<file path="src/rtl/fatm_pkg.sv">
`timescale 1ns/1ps
package fatm_pkg;
  localparam int unsigned DEF_LINES = 16;
  localparam int unsigned DEF_TAG_W = 22;

  typedef enum logic [1:0] {
    ACT_HOLD = 2'd0,
    ACT_LOAD = 2'd1,
    ACT_DROP = 2'd2
  } line_act_e;
endpackage

</file>
<file path="src/rtl/fatm_store.sv">
`timescale 1ns/1ps
module fatm_store
  import fatm_pkg::*;
#(
  parameter int LINES = DEF_LINES,
  parameter int TAG_W = DEF_TAG_W,
  parameter int IDX_W = 4
) (
  input  logic                         clk,
  input  logic                         rst_n,
  input  logic                         wr_en,
  input  logic [IDX_W-1:0]             wr_line,
  input  logic [TAG_W-1:0]             wr_tag,
  input  logic                         inv_en,
  input  logic [IDX_W-1:0]             inv_line,
  output logic [LINES-1:0]             valid_o,
  output logic [LINES-1:0][TAG_W-1:0]  tags_o
);

  for (genvar i = 0; i < LINES; i++) begin : g_line
    line_act_e act;

    // a load beats a drop aimed at the same line
    always_comb begin
      if (wr_en && wr_line == IDX_W'(i))        act = ACT_LOAD;
      else if (inv_en && inv_line == IDX_W'(i)) act = ACT_DROP;
      else                                      act = ACT_HOLD;
    end

    always_ff @(posedge clk or negedge rst_n) begin
      if (!rst_n) begin
        valid_o[i] <= 1'b0;
        tags_o[i]  <= '0;
      end else begin
        case (act)
          ACT_LOAD: begin
            valid_o[i] <= 1'b1;
            tags_o[i]  <= wr_tag;
          end
          ACT_DROP: valid_o[i] <= 1'b0;
          default:  ;
        endcase
      end
    end

    // lines not addressed keep their state
    p_untouched_line_r6: assert property (@(posedge clk) disable iff (!rst_n)
      (!(wr_en && wr_line == IDX_W'(i)) && !(inv_en && inv_line == IDX_W'(i)))
      |=> ($stable(valid_o[i]) && $stable(tags_o[i])));
  end

  p_load_lands_r5: assert property (@(posedge clk) disable iff (!rst_n)
    wr_en |=> (valid_o[$past(wr_line)] && tags_o[$past(wr_line)] == $past(wr_tag)));

  p_drop_clears_r6: assert property (@(posedge clk) disable iff (!rst_n)
    (inv_en && !(wr_en && wr_line == inv_line)) |=> !valid_o[$past(inv_line)]);

endmodule

</file>
<file path="src/rtl/fatm_compare.sv">
`timescale 1ns/1ps
module fatm_compare
  import fatm_pkg::*;
#(
  parameter int LINES = DEF_LINES,
  parameter int TAG_W = DEF_TAG_W
) (
  input  logic [TAG_W-1:0]             look_tag,
  input  logic [LINES-1:0]             valid_i,
  input  logic [LINES-1:0][TAG_W-1:0]  tags_i,
  output logic [LINES-1:0]             match_o
);

  // one full-width comparator per line, all evaluated together
  for (genvar i = 0; i < LINES; i++) begin : g_cmp
    assign match_o[i] = valid_i[i] && (tags_i[i] == look_tag);
  end

endmodule

</file>
<file path="src/rtl/fatm_prio.sv">
`timescale 1ns/1ps
module fatm_prio #(
  parameter int N     = 16,
  parameter int IDX_W = 4
) (
  input  logic [N-1:0]     req_i,
  output logic             any_o,
  output logic [IDX_W-1:0] idx_o
);

  // lowest set request wins; index is 0 when nothing is set
  always_comb begin
    idx_o = '0;
    for (int i = N - 1; i >= 0; i--) begin
      if (req_i[i]) idx_o = IDX_W'(i);
    end
  end

  assign any_o = |req_i;

endmodule

</file>
<file path="src/rtl/fa_tag_match.sv">
`timescale 1ns/1ps
module fa_tag_match
  import fatm_pkg::*;
#(
  parameter int  LINES = DEF_LINES,
  parameter int  TAG_W = DEF_TAG_W,
  localparam int IDX_W = (LINES > 1) ? $clog2(LINES) : 1
) (
  input  logic             clk,
  input  logic             rst_n,
  input  logic [TAG_W-1:0] look_tag,
  output logic             hit,
  output logic [IDX_W-1:0] hit_line,
  output logic             multi_hit,
  input  logic             wr_en,
  input  logic [IDX_W-1:0] wr_line,
  input  logic [TAG_W-1:0] wr_tag,
  input  logic             inv_en,
  input  logic [IDX_W-1:0] inv_line,
  output logic             free_valid,
  output logic [IDX_W-1:0] free_line
);

  logic [LINES-1:0]            valid_q;
  logic [LINES-1:0][TAG_W-1:0] tags_q;
  logic [LINES-1:0]            match_vec;
  logic [LINES-1:0]            empty_vec;

  fatm_store #(.LINES(LINES), .TAG_W(TAG_W), .IDX_W(IDX_W)) i_store (
    .clk     (clk),
    .rst_n   (rst_n),
    .wr_en   (wr_en),
    .wr_line (wr_line),
    .wr_tag  (wr_tag),
    .inv_en  (inv_en),
    .inv_line(inv_line),
    .valid_o (valid_q),
    .tags_o  (tags_q)
  );

  fatm_compare #(.LINES(LINES), .TAG_W(TAG_W)) i_compare (
    .look_tag(look_tag),
    .valid_i (valid_q),
    .tags_i  (tags_q),
    .match_o (match_vec)
  );

  fatm_prio #(.N(LINES), .IDX_W(IDX_W)) i_hit_enc (
    .req_i(match_vec),
    .any_o(hit),
    .idx_o(hit_line)
  );

  // two or more bits set: clearing the lowest one leaves something
  assign multi_hit = |(match_vec & (match_vec - LINES'(1)));

  assign empty_vec = ~valid_q;

  fatm_prio #(.N(LINES), .IDX_W(IDX_W)) i_free_enc (
    .req_i(empty_vec),
    .any_o(free_valid),
    .idx_o(free_line)
  );

  p_hit_is_match_r2: assert property (@(posedge clk) disable iff (!rst_n)
    hit |-> (match_vec[hit_line] && valid_q[hit_line] && tags_q[hit_line] == look_tag));

  p_miss_quiet_r3: assert property (@(posedge clk) disable iff (!rst_n)
    !hit |-> (hit_line == '0 && !multi_hit && match_vec == '0));

  p_lowest_match_r4: assert property (@(posedge clk) disable iff (!rst_n)
    hit |-> ((match_vec & ((LINES'(1) << hit_line) - LINES'(1))) == '0));

  p_multi_count_r4: assert property (@(posedge clk) disable iff (!rst_n)
    multi_hit == ($countones(match_vec) > 1));

  p_free_is_empty_r7: assert property (@(posedge clk) disable iff (!rst_n)
    free_valid |-> !valid_q[free_line]);

  p_full_no_free_r7: assert property (@(posedge clk) disable iff (!rst_n)
    !free_valid |-> (valid_q == '1 && free_line == '0));

endmodule

</file>
<file path="config.mk">
export PLATFORM = sky130hd
export DESIGN_NAME = fa_tag_match
export DESIGN_NICKNAME = d
export VERILOG_FILES = /design/src/rtl/fatm_pkg.sv /design/src/rtl/fatm_store.sv /design/src/rtl/fatm_compare.sv /design/src/rtl/fatm_prio.sv /design/src/rtl/fa_tag_match.sv
export SDC_FILE = /design/constraint.sdc
export NUM_CORES = 1
export LEC_CHECK = 0
export BUFFER_PORTS_ARGS = -buffer_cell sky130_fd_sc_hd__clkbuf_2
export CORE_ASPECT_RATIO = 1.2
export CORE_MARGIN = 2
export CORE_UTILIZATION = 50
export DETAILED_ROUTE_END_ITERATION = 7
export GPL_TIMING_DRIVEN = 0
export PLACE_DENSITY = 0.75
export SLEW_MARGIN = 20
export SYNTH_ARGS = -nofsm -noshare
export SYNTH_HDL_FRONTEND = slang
export SYNTH_SLANG_ARGS = --single-unit
</file>
<file path="constraint.sdc">
create_clock -name clk -period 3.7 [get_ports clk]
set_input_delay 0.925 -clock clk [delete_from_list [all_inputs] [get_ports clk]]
set_output_delay 0.925 -clock clk [all_outputs]
set_load 0.05 [all_outputs]
</file>
# == After elaboration in Yosys (flattened, before gate mapping) ==
# Index checks and enable logic that the tools add are counted.
# Widths: inputs -> output; s select.
# word_totals
elab_cells,262
output_inout_bits,11
reg_bits,368
inputBits,56
# op_classes
bitwise_logic,2
n_reduce_logical,69
muxes,80
n_eq_ne,78
n_addsub,1
# ops
op,count
$eq 22x22->1,16
$mux 4,32
$eq 4x4->1 const B,16
$mux 2,32
$logic_and 1x1->1,48
$reduce_or 16->1,3
$eq 2x1->1 const B,16
$eq 2x2->1 const B,16
$eq 4x3->1 const B,8
$pmux 1 s2,16
$reduce_bool 2->1,16
$and 16x16->16,1
$eq 4x2->1 const B,4
$not 16->16,1
$sub 16x1->16 const B,1
$eq 4x1->1 const B,2
$logic_not 4->1,2

# == Depth between registers and ports, before layout ==
# logic_depth
depth_word,18
ltp_mapped,11
depth_no_buf,9

# == Cells and area by module ==
# Synthesis repeated with hierarchy kept, for this count alone.
# unflattened
hier_cells,1477
area_unflattened_um2,18894.4
# modules_own_cells
mod,instances,seq_area_each_um2,cells_per_inst,area_each_um2
fatm_store,1,9208.8,844,13992.2
fatm_compare,1,0.0,524,4327.9
fatm_prio,2,0.0,34,176.4
fa_tag_match,1,0.0,41,221.5

# == Least setup slack after synthesis ==
# No wires, ideal clock.
# synth_path
kind,in2out
from,input look_tag[13]
to,output hit_line[2]
arrival_time_ns,3.316
stages,10
t_required_ns,2.775
slack_ns,-0.541
path_buffers,2
path_cell_list,buf_6 > buf_12 > xor2_1 > nor4_2 > nand4_1 > nor3_2 > nor2_1 > nand3_1 > nand2_1 > a21boi_0
# synth_between
elab_chain_len,18
elab_cells_between_ends,48
classes_between,eq/ne (16); mux (16); reduce/logical (16)
# synth_rtl
element,line,rtl
from (decl),fa_tag_match.sv:11,"input logic [TAG_W-1:0] look_tag,"
$eq 22x22->1,fatm_compare.sv:16,assign match_o[i] = valid_i[i] && (tags_i[i] == look_tag);
$logic_and 1x1->1,fatm_compare.sv:16,
$mux 4 (15 in series),fatm_prio.sv:15,if (req_i[i]) idx_o = IDX_W'(i);
$mux 4 (*),fatm_prio.sv:15,
to (decl),fa_tag_match.sv:13,"output logic [IDX_W-1:0] hit_line,"
# Mark *: on every way between the ends. The rest lies on a longest branch, timed or not.

# == Worst setup path in the final report ==
# layout_path
from,input look_tag[21]
to,output multi_hit
# layout_between
elab_chain_len,5
elab_cells_between_ends,35
classes_between,add/sub (1); eq/ne (16); bitwise (1); reduce/logical (17)
# layout_rtl
element,line,rtl
$eq 22x22->1,fatm_compare.sv:16,
$logic_and 1x1->1,fatm_compare.sv:16,
$sub 16x1->16,fa_tag_match.sv:55,assign multi_hit = |(match_vec & (match_vec - LINES'(1)));
$and 16x16->16 (*),fa_tag_match.sv:55,
$reduce_or 16->1 (*),fa_tag_match.sv:55,
to (decl),fa_tag_match.sv:14,"output logic multi_hit,"
# Marked as above.

==> insert_results.sql <==
INSERT INTO impl_metrics (metric_group, metric, value, unit) VALUES
('synthesis', 'synth_top_cells_by_area', 'sky130_fd_sc_hd__dfrtp_1 50%, sky130_fd_sc_hd__mux2_2 21%, sky130_fd_sc_hd__xor2_1 8.7%', ''),
('worst_setup_path', 'setup.worst_path.end_class', 'output pin', ''),
('clock_network', 'clk_pin_slew', '0.06', 'ns'),
('worst_setup_path', 'worstPathMaxFanout', '6', ''),
('cells_and_area', 'final-seq-area', '9210', 'um^2'),
('global_route', 'grt_use_met2', '48.1', '%'),
('clock_network', 'clkSinkCount', '368', ''),
('synthesis', 'yosysSeqAreaShare', '49.9', '%'),
('cells_and_area', 'number_of_fill_cells', '2797', ''),
('global_route', 'global_route_wire_length_before_repair', '85.0', 'mm'),
('worst_setup_path', 'worst_path_largest_cell_delay', '0.28', 'ns'),
('cells_and_area', 'layout-area-overhead-vs-synth', '20.3', '%'),
('min_path', 'hold_path_class', 'in -> async', ''),
('floorplanning', 'core.rowCount', '77', ''),
('worst_setup_path', 'crit_path_top_delay_cell', 'sky130_fd_sc_hd__o2111ai_4', ''),
('synthesis', 'synth_cell_type_count', '40', ''),
('cells_and_area', 'layout.cell_area.non_filler', '22200', 'um^2'),
('worst_setup_path', 'cp_cell_sequence', 'buf_12, buf_12, buf_12, xor2_1, nor4_2, nand4_1, buf_4, nor3_4, a21oi_2, o211ai_1, a21oi_2, o2111ai_4, buf_8', ''),
('timing', 'finalClockSkew', '0', 'ns'),
('global_route', 'antenna_violations_before_repair', '1', ''),
('synthesis', 'synth_top_flop_cell', 'sky130_fd_sc_hd__dfrtp_1', ''),
('synthesis', 'synth-edff-count', '0', ''),
('synthesis', 'yosys_register_bits', '368', ''),
('global_route', 'grtUsageMet3', '5.20', '%'),
('power', 'power_density', '545', 'nW/um^2'),
('synthesis', 'postSynthAreaPerCell', '12.7', 'um^2'),
('outcome', 'violations_in_the_final_reports', 'negative setup slack', ''),
('timing', 'timing.final.setup_violations', '6', ''),
('timing', 'fin_crit_sh', '111', '%'),
('placement', 'placer_congestion', '0.958', ''),
('routing', 'drc', '0', ''),
('floorplanning', 'die-area', '38500', 'um^2'),
('clock_network', 'insertion_delay_of_the_later_clocked_pin_in_the_worst_skew_pair', '0.53', 'ns'),
('routing', 'routed_wl', '58.0', 'mm'),
('job', 'maxCapViolations', '0', ''),
('global_route', 'grt_util_met1', '37.0', '%'),
('worst_setup_path', 'critical_path_class', 'in -> out', ''),
('worst_setup_path', 'critical_path_source_type', 'input port', ''),
('power', 'power.leakage', '9.45', 'nW'),
('timing', 'clock.fmax', '0.244', 'GHz'),
('synthesis', 'synth.top_cell.area_share', '49.9', '%'),
('timing', 'setup_slack', '-0.392', 'ns'),
('global_route', 'track_usage', '29.8', '%'),
('routing', 'vias_per_cell', '6.05', ''),
('floorplanning', 'floorplan.die.height', '215', 'um'),
('floorplanning', 'start_util', '50.4', '%'),
('timing', 'grt_setup_unrepaired', 'yes', ''),
('clock_network', 'cts.root.buffer_cell', 'sky130_fd_sc_hd__clkbuf_16', ''),
('timing', 'worstMarginPinSlew', '1.25', 'ns'),
('global_route', 'grt-busiest-layer', 'met2', ''),
('synthesis', 'synth_nets', '1507', ''),
('synthesis', 'synth.yosys.warnings', '0', ''),
('routing', 'drtPass1Iterations', '7', ''),
('placement', 'placedInstanceArea', '19400', 'um^2'),
('synthesis', 'netlist_instances', '1451', ''),
('floorplanning', 'dieWidth', '179', 'um'),
('timing', 'timing.max_slew.rel_slack', '16.4', '%'),
('global_route', 'number_of_global_route_vias_before_repair', '13118', ''),
('outcome', 'outcome', 'finished with violations', ''),
('synthesis', 'synth.cells.most_frequent', '368 x sky130_fd_sc_hd__dfrtp_1, 352 x sky130_fd_sc_hd__mux2_2, 184 x sky130_fd_sc_hd__xor2_1, 168 x sky130_fd_sc_hd__xnor2_1, 61 x sky130_fd_sc_hd__nand4_1', ''),
('routing', 'vias', '12764', ''),
('clock_network', 'tritoncts_clock_tree', 'yes', ''),
('timing', 'final.min_clock_period', '4.09', 'ns'),
('timing', 'timing_hold_violations_final', '0', ''),
('routing', 'avgRoutedWirePerCell', '27.5', 'um'),
('placement', 'port_buffers', '44', ''),
('clock_network', 'buffer_depth_of_the_longest_clock_path', '3', ''),
('synthesis', 'post-synth-top-area-cell', 'sky130_fd_sc_hd__dfrtp_1', ''),
('worst_setup_path', 'crit_path_frequent_cell', 'sky130_fd_sc_hd__buf_12', ''),
('synthesis', 'netlist_area_before_placement', '18500', 'um^2'),
('worst_setup_path', 'worst_ep_arrival_time', '3.17', 'ns');
final cells by class:
cell class	count	share of cell area (%)
Sequential cell	368	41.5
Multi-Input combinational cell	976	41.3
Clock buffer	54	5.05
Timing Repair Buffer	124	4.94
Buffer	103	4.24
Tap cell	474	2.67
Clock inverter	5	0.242
Inverter	4	0.0676
Antenna cell	3	0.0338
report_power, final:
part           internal [W]  switching, W  total, W
logic               0.00148       0.00122   0.00269
clock network       0.00216       0.00158   0.00374
registers           0.00497      0.000704   0.00567
total               0.00860       0.00350    0.0121
cells in the final DEF, fill, tap and decap left out, types with 3 or more instances in the layout:
master / count
sky130_fd_sc_hd__buf_1: 4
sky130_fd_sc_hd__or3_4: 3
sky130_fd_sc_hd__nand2_1: 21
sky130_fd_sc_hd__xor2_2: 11
sky130_fd_sc_hd__buf_16: 4
sky130_fd_sc_hd__nor4_2: 16
sky130_fd_sc_hd__clkbuf_16: 39
sky130_fd_sc_hd__buf_8: 15
sky130_fd_sc_hd__xnor2_1: 161
sky130_fd_sc_hd__dfrtp_1: 368
sky130_fd_sc_hd__nor3_2: 3
sky130_fd_sc_hd__a21oi_2: 3
sky130_fd_sc_hd__mux2_2: 352
sky130_fd_sc_hd__nor3_1: 7
sky130_fd_sc_hd__nand3_2: 4
sky130_fd_sc_hd__nor2_4: 4
sky130_fd_sc_hd__nor2_1: 23
sky130_fd_sc_hd__nor4_1: 26
sky130_fd_sc_hd__buf_4: 63
sky130_fd_sc_hd__clkbuf_2: 37
sky130_fd_sc_hd__clkinv_2: 3
sky130_fd_sc_hd__clkbuf_8: 10
sky130_fd_sc_hd__o211ai_1: 4
sky130_fd_sc_hd__xnor2_2: 5
sky130_fd_sc_hd__xor2_1: 172
sky130_fd_sc_hd__nand4_1: 61
sky130_fd_sc_hd__a21oi_1: 3
sky130_fd_sc_hd__diode_2: 3
sky130_fd_sc_hd__nor3_4: 3
sky130_fd_sc_hd__nand3b_1: 5
sky130_fd_sc_hd__clkbuf_1: 58
sky130_fd_sc_hd__inv_1: 4
sky130_fd_sc_hd__a31oi_1: 3
sky130_fd_sc_hd__nand3_1: 6
sky130_fd_sc_hd__buf_12: 30
sky130_fd_sc_hd__nor4_4: 6
sky130_fd_sc_hd__nand2b_1: 7
sky130_fd_sc_hd__nand2_2: 4
sky130_fd_sc_hd__o21ai_0: 31
sky130_fd_sc_hd__buf_6: 18
kinds of logic (layout without fill, tap and decap cells):
| kind of cell | Yosys count | count (layout) | synth area share, % |
|---|---|---|---|
| mux | 352 | 352 | 21.5 |
| compound gates | 59 | 59 | 1.87 |
| other cells | 0 | 3 | 0 |
| flops | 368 | 368 | 49.9 |
| simple gates | 213 | 213 | 6.48 |
| buf+inv | 107 | 290 | 3.62 |
| xor+xnor | 352 | 352 | 16.7 |
timing repair:
| action | CTS | global route |
|---|---|---|
| hold buffers | 0 | 0 |
| setup buffers | 46 | 31 |
| cloned | 0 | 0 |
| gates resized for setup | 100 | 97 |
| pin swaps | 35 | 48 |
| endpoints found under the setup margin | 6 | 7 |
per-layer routing:
| metal | vias up | routed length (um) |
|---|---|---|
| met5 | - | 0 |
| met4 | 0 | 4400 |
| met3 | 218 | 4010 |
| met2 | 624 | 27600 |
| met1 | 6578 | 21900 |
| li1 | 5344 | - |
state kept, by name, indices dropped and copies added (netlist names):
signal           count
i_store.tags_o     352
i_store.valid_o     16
stage by stage:
step | util [%] | total power, W | worst slack, ns | TNS, ns | instances
after floorplan | - | 0.00740 | 0.0126 | 0 | 1451
after detailed placement | 53.1 | 0.00814 | -0.959 | -4.44 | 1973
after global placement | 52.8 | 0.00799 | -6.35 | -2330.70 | 1969
after CTS | 58.6 | 0.0119 | -0.360 | -1.42 | 2078
after global routing | 60.7 | 0.0126 | -0.462 | -1.85 | 2108
final | 60.7 | 0.0121 | -0.392 | -1.43 | 2111
path summary, 6_finish.rpt:
check,startpoint,end,slack [ns],depth (start not counted)
max in group asynchronous,rst_n,i_store.tags_o[8],2.09,3
min in group clk,i_store.tags_o[150],i_store.tags_o[150],0.52,1
worst max-delay path,look_tag[21],multi_hit,-0.39,13
worst min register to register,i_store.tags_o[150],i_store.tags_o[150],0.52,1
worst min-delay path,rst_n,i_store.tags_o[326],0.36,1
worst max register to register,i_store.tags_o[285],i_store.tags_o[285],2.85,1
critical path, delay by kind of cell:
family / cells / cell delay, ns
compound gates: 4 / 0.67
xor+xnor: 1 / 0.16
buf+inv: 5 / 0.78
simple gates: 3 / 0.61
Power figures use the tool's default switching activity.
